`src/rtl/ctl_pkg.sv`:
```
package ctl_pkg;
  localparam int unsigned OP_W     = 6;
  localparam int unsigned FN_W     = 6;
  localparam int unsigned ALU_W    = 3;
  localparam int unsigned CTL_W    = 7 + ALU_W;

  localparam logic [OP_W-1:0] OP_RTYPE = 6'b000000;
  localparam logic [OP_W-1:0] OP_ORI   = 6'b001101;
  localparam logic [OP_W-1:0] OP_LW    = 6'b100011;
  localparam logic [OP_W-1:0] OP_SW    = 6'b101011;
  localparam logic [OP_W-1:0] OP_BEQ   = 6'b000100;

  localparam logic [FN_W-1:0] FN_ADD   = 6'b100000;
  localparam logic [FN_W-1:0] FN_SUB   = 6'b100010;

  typedef enum logic [ALU_W-1:0] {
    ALU_ADD = 3'b000,
    ALU_SUB = 3'b001,
    ALU_OR  = 3'b010
  } alu_op_e;

  typedef enum logic [2:0] {
    CL_BAD,
    CL_RTYPE,
    CL_ORI,
    CL_LW,
    CL_SW,
    CL_BEQ
  } op_class_e;

  typedef struct packed {
    logic    branch;
    logic    reg_dst;
    logic    reg_wr;
    logic    ext_sign;
    logic    alu_src_imm;
    alu_op_e alu_ctr;
    logic    mem_wr;
    logic    mem_to_reg;
  } ctl_t;

  localparam ctl_t CTL_OFF = '{default: '0, alu_ctr: ALU_ADD};
endpackage

```
`src/rtl/ctl_op_class.sv`:
```
module ctl_op_class
  import ctl_pkg::*;
(
  input  logic [OP_W-1:0] opcode_i,
  output op_class_e       class_o
);
  always_comb begin
    unique case (opcode_i)
      OP_RTYPE: class_o = CL_RTYPE;
      OP_ORI:   class_o = CL_ORI;
      OP_LW:    class_o = CL_LW;
      OP_SW:    class_o = CL_SW;
      OP_BEQ:   class_o = CL_BEQ;
      default:  class_o = CL_BAD;
    endcase
  end

  always_comb begin

    beq_class_chk: assert ((class_o == CL_BEQ) == (opcode_i == OP_BEQ));
  end
endmodule

```
`src/rtl/ctl_funct_sel.sv`:
```
module ctl_funct_sel
  import ctl_pkg::*;
(
  input  logic [FN_W-1:0] funct_i,
  output logic            valid_o,
  output alu_op_e         alu_o
);
  always_comb begin
    valid_o = 1'b1;
    alu_o   = ALU_ADD;
    unique case (funct_i)
      FN_ADD:  alu_o = ALU_ADD;
      FN_SUB:  alu_o = ALU_SUB;
      default: valid_o = 1'b0;
    endcase
  end

  always_comb begin

    funct_known_chk: assert (valid_o == ((funct_i == FN_ADD) || (funct_i == FN_SUB)));
  end
endmodule

```
`src/rtl/ctl_word_gen.sv`:
```
module ctl_word_gen
  import ctl_pkg::*;
(
  input  op_class_e class_i,
  input  logic      fn_valid_i,
  input  alu_op_e   fn_alu_i,
  output ctl_t      ctl_o
);
  always_comb begin
    ctl_o = CTL_OFF;
    unique case (class_i)
      CL_RTYPE: if (fn_valid_i) begin
        ctl_o.reg_dst = 1'b1;
        ctl_o.reg_wr  = 1'b1;
        ctl_o.alu_ctr = fn_alu_i;
      end
      CL_ORI: begin
        ctl_o.reg_wr      = 1'b1;
        ctl_o.alu_src_imm = 1'b1;
        ctl_o.alu_ctr     = ALU_OR;
      end
      CL_LW: begin
        ctl_o.reg_wr      = 1'b1;
        ctl_o.ext_sign    = 1'b1;
        ctl_o.alu_src_imm = 1'b1;
        ctl_o.mem_to_reg  = 1'b1;
      end
      CL_SW: begin
        ctl_o.mem_wr      = 1'b1;
        ctl_o.ext_sign    = 1'b1;
        ctl_o.alu_src_imm = 1'b1;
      end
      CL_BEQ: begin
        ctl_o.branch  = 1'b1;
        ctl_o.alu_ctr = ALU_SUB;
      end
      default: ctl_o = CTL_OFF;
    endcase
  end

  always_comb begin

    beq_no_write_chk: assert (!ctl_o.branch || (!ctl_o.reg_wr && !ctl_o.mem_wr &&
                              !ctl_o.alu_src_imm && ctl_o.alu_ctr == ALU_SUB));

    beq_unused_zero_chk: assert (!ctl_o.branch ||
                                 (!ctl_o.ext_sign && !ctl_o.mem_to_reg && !ctl_o.reg_dst));

    single_write_chk: assert (!(ctl_o.reg_wr && ctl_o.mem_wr));

    load_writes_reg_chk: assert (!ctl_o.mem_to_reg || ctl_o.reg_wr);
  end
endmodule

```
`src/rtl/ctl_main_decoder.sv`:
```
module ctl_main_decoder
  import ctl_pkg::*;
(
  input  logic [OP_W-1:0]  opcode_i,
  input  logic [FN_W-1:0]  funct_i,
  output logic             branch_sel_o,
  output logic             reg_dst_o,
  output logic             reg_wr_o,
  output logic             ext_sign_o,
  output logic             alu_src_imm_o,
  output logic [ALU_W-1:0] alu_ctr_o,
  output logic             mem_wr_o,
  output logic             mem_to_reg_o
);
  op_class_e op_class;
  logic      fn_valid;
  alu_op_e   fn_alu;
  ctl_t      ctl;

  ctl_op_class i_op_class (
    .opcode_i (opcode_i),
    .class_o  (op_class)
  );

  ctl_funct_sel i_funct_sel (
    .funct_i (funct_i),
    .valid_o (fn_valid),
    .alu_o   (fn_alu)
  );

  ctl_word_gen i_word_gen (
    .class_i    (op_class),
    .fn_valid_i (fn_valid),
    .fn_alu_i   (fn_alu),
    .ctl_o      (ctl)
  );

  assign branch_sel_o  = ctl.branch;
  assign reg_dst_o     = ctl.reg_dst;
  assign reg_wr_o      = ctl.reg_wr;
  assign ext_sign_o    = ctl.ext_sign;
  assign alu_src_imm_o = ctl.alu_src_imm;
  assign alu_ctr_o     = ctl.alu_ctr;
  assign mem_wr_o      = ctl.mem_wr;
  assign mem_to_reg_o  = ctl.mem_to_reg;

  always_comb begin

    bad_op_quiet_chk: assert (op_class != CL_BAD ||
                              (!reg_wr_o && !mem_wr_o && !branch_sel_o));
  end
endmodule

```
`config.mk`:
```
export PLATFORM = sky130hd
export DESIGN_NAME = ctl_main_decoder
export DESIGN_NICKNAME = d
export VERILOG_FILES = /design/src/rtl/ctl_pkg.sv /design/src/rtl/ctl_op_class.sv /design/src/rtl/ctl_funct_sel.sv /design/src/rtl/ctl_word_gen.sv /design/src/rtl/ctl_main_decoder.sv
export SDC_FILE = /design/constraint.sdc
export NUM_CORES = 1
export LEC_CHECK = 0
export BUFFER_PORTS_ARGS = -buffer_cell sky130_fd_sc_hd__clkbuf_2
export CORE_AREA = 2 2 39 41
export DETAILED_ROUTE_END_ITERATION = 7
export DIE_AREA = 0 0 41 43
export GPL_TIMING_DRIVEN = 0
export SKIP_LAST_GASP = 1
export SYNTH_ARGS = -nofsm -noshare
export SYNTH_HDL_FRONTEND = slang
export SYNTH_SLANG_ARGS = --single-unit
```
`constraint.sdc`:
```
create_clock -name vclk -period 1.2
set_input_delay 0.12 -clock vclk [all_inputs]
set_output_delay 0.12 -clock vclk [all_outputs]
set_load 0.01 [all_outputs]
```
### After elaboration in Yosys (flattened, before gate mapping)

Index checks and enable logic that the tools add are counted.

* bits in registers: 0
* input bits: 12
* output and inout port bits: 10
* logic and storage cells: 29

* equal/unequal tests: 11
* mux-type cells: 13
* reduce and logical (&&, ||, !) cells: 5

Operator list (number)
* $eq A6 B6 Y1 const B: 4
* $pmux W3 S5: 1
* $mux W1: 9
* $eq A3 B2 Y1 const B: 2
* $eq A3 B3 Y1 const B: 2
* $eq A6 B3 Y1 const B: 1
* $eq A6 B4 Y1 const B: 1
* $logic_not A6 Y1: 1
* $pmux W2 S3: 1
* $reduce_or A2 Y1: 3
* $eq A3 B1 Y1 const B: 1
* $reduce_or A3 Y1: 1
* $mux W2: 1
* $pmux W1 S2: 1

### Longest topological paths before layout

* depth in word-level cells: 5
* mapped depth: 3
* depth with buffers taken out: 3

### By module

From an unflattened synthesis, not the netlist that was laid out.

* cell total of the unflattened synthesis: 34
* area, all modules: 241.5 um^2

By module, submodules not included
* ctl_word_gen: times used 1, cells each 17, area an instance 111.4 um^2, seq. area each 0.0 um^2
* ctl_op_class: times used 1, cells each 11, area an instance 85.1 um^2, seq. area each 0.0 um^2
* ctl_funct_sel: times used 1, cells each 6, area an instance 45.0 um^2, seq. area each 0.0 um^2

### Least setup slack after synthesis

No wires, ideal clock.

* path kind: input port to output port
* start point: input port opcode_i[4]
* end point: output port reg_wr_o
* data arrival time: 648 ps
* slack: 432 ps
* stages: 3
* buffers on the path: 0
* cells stage by stage: and4bb_1 nand2_2 o211ai_2

* word-level cells in the longest chain between the ends: 5
* elaborated cells between the ends (all ways): 11

RTL lines
* start, declared: line ctl_main_decoder.sv:4 `input logic [OP_W-1:0] opcode_i,`
* $eq A6 B3 Y1 (tied with other cells): line ctl_op_class.sv:8 `unique case (opcode_i)`
* $pmux W3 S5 (*): line ctl_op_class.sv:8
* $eq A3 B2 Y1: line ctl_word_gen.sv:11 `unique case (class_i)`
* $reduce_or A2 Y1 (no source line)
* $pmux W1 S2 (*): line ctl_word_gen.sv:11
* end, declared: line ctl_main_decoder.sv:8 `output logic reg_wr_o,`

Every way passes the cells marked *; elsewhere a longest branch is shown, timed or not.

### Final worst setup path

* start point: input port opcode_i[2]
* end point: output port reg_wr_o

Same word-level chain as after synthesis.

==> results.toml <==
[final_layout]
regArea_um2 = 0
antenna_cells = 0
fin_nets = 58
seq_cells = 0
nClkBuffers = 0
drive_gt1_share_pct = 61.4
area_growth_syn_to_layout_pct = 87.7
utilization_pct = 19.3

[yosys]
synthTopCellsByCount = "inv_1, nor2_1, and3_2, nand2_1, nand4_1"
synthesis.nets = 35
netlist_area_um2 = 143
yosys.area.top_type = "and3_2"
avgSynthCellArea_um2 = 6.20
synth.most_common_cell = "inv_1"
ys_seq_area_share_pct = 0
ys_types = 15
yosys-top-cells-area = "and3_2, inv_1, and4bb_1"
synth_top_area_share_pct = 10.5
yosys_warnings = 0
synth_cells = 23

[global_route]
grt_max_degree = 6
grt.overflow.total = 0
grt_pass1_wl_um = 696
grt_pass1_vias = 200
grt_usage_pct = 5.09
antenna_found_initial = 0

[worst_setup_path]
cp_cell_sequence = "clkbuf_2 > and4bb_1 > nand2_2 > o211ai_2 > clkbuf_2"
arrival_ns = 0.91
worstPathMaxFanout = 5
slowest_stage = "and4bb_1"
critPathRequiredTime_ns = 1.08
max_stage_delay_ns = 0.28
cp-start-kind = "input port"
crit_type = "input port to primary output"
end_kind = "primary output"
cp_common_cell = "clkbuf_2"

[sta]
holdWs_ns = 0.552
rsz0062_at_grt = "false"
setup_viol = 0
finalCritPeriodShare_pct = 86.1
final_hold_viol_count = 0
drv_slew = 0
fin_tns_setup_ns = 0
min_period_ns = 1.03
fmax_ghz = 0.968

[floorplanning]
die-width_um = 41
die_area_um2 = 1760
row_count = 14
core_region_area_um2 = 1380
ios = 22
initial_utilization_pct = 10.3
die_height_um = 43

[cts]
post-cts-setup-buffers = 0
cts-hold-fix-buffers = 0
postCtsResizedCells = 0

[place]
gp_congestion = 0.658
dp_hpwl_um = 441
numPortBuffers = 21

[route]
drt_wl_total_um = 472
drc = 0
first_pass_iters = 3
vias_per_cell = 3.88
num_vias = 233
drtIter0Drc = 4
wl_per_cell_um = 7.87
ant_nets = 0

[power]
p_clk_share_pct = 0
vdd_drop_max_mv = 0.0596
pwr-share-comb_pct = 100.0
powerDensity_nw_per_um2 = 194
swShare_pct = 49.0
seqPwrFrac_pct = 0
power_switching_mw = 0.0254
leakage_nw = 0.189
internal_power_mw = 0.0265

[job]
maxCapViolations = 0

[run_status]
outcome = "finished clean"

[min_path]
min-delay-path-class = "input port to primary output"
holdPathStages = 3
hold_path.startpoint = "opcode_i[3]"
whs_endpoint = "mem_to_reg_o"
-- placed cells by master (no fill, tap or decap), types with 2 or more instances in the layout --
master / synthesis / routed
and3_2: 2 / 2
nand2_1: 2 / 2
nand4_1: 2 / 2
clkbuf_2: 0 / 21
inv_1: 4 / 4
nor2_1: 3 / 3
-- metal layers --
metal | up-vias | wire [µm] | track usage [%]
li1 | 120 | - | -
met1 | 96 | 216 | 7.28
met2 | 17 | 185 | 8.75
met3 | 0 | 70 | 0
met4 | 0 | 0 | 0
met5 | - | 0 | 0
-- through the flow --
step	std cells	power, mW	setup slack, ns	instance area (µm²)
floorplan	23	0.0202	0.432	143
global placement	60	0.0510	0.193	268
detailed placement	60	0.0519	0.161	268
CTS	60	0.0522	0.161	268
global route	60	0.0570	0.0786	268
finish	60	0.0519	0.167	268
-- area by class of cell --
type / count / area (µm²)
inverters: 4 / 15.0
fillers: 158 / 1120
multi-input cells: 18 / 120
plain buffers: 1 / 7.51
repair buffers: 21 / 105
well taps: 16 / 20.0
-- power by group through the flow --
| stage | registers [mW] | logic [mW] | clock network (mW) |
|---|---|---|---|
| after detailed placement | 0 | 0.0519 | 0 |
| after floorplan | 0 | 0.0202 | 0 |
| after global routing | 0 | 0.0570 | 0 |
| final | 0 | 0.0519 | 0 |
| after CTS | 0 | 0.0522 | 0 |
| after global placement | 0 | 0.0510 | 0 |
-- worst max-delay path: cells and delay by family --
family | cells | cell delay [ns]
buffers and inverters | 2 | 0.27
and+or+nand+nor | 2 | 0.37
AOI/OAI and AO/OA | 1 | 0.15
-- worst max path at each step --
stage	from	to	slack, ns	depth (start not counted)
floorplan	opcode_i[4]	reg_wr_o	0.43	3
detailed placement	opcode_i[1]	reg_wr_o	0.16	5
global route	opcode_i[1]	reg_wr_o	0.08	5
global placement	opcode_i[2]	reg_wr_o	0.19	5
finish	opcode_i[2]	reg_wr_o	0.17	5
CTS	opcode_i[1]	reg_wr_o	0.16	5
-- cells by family after synthesis --
group	count (synthesis)	share of synthesized area [%]
AND/OR/NAND/NOR	15	66.7
other	1	2.63
buffers and inverters	5	15.8
AO/OA/AOI/OAI	2	14.9
Power figures use the tool's default switching activity.
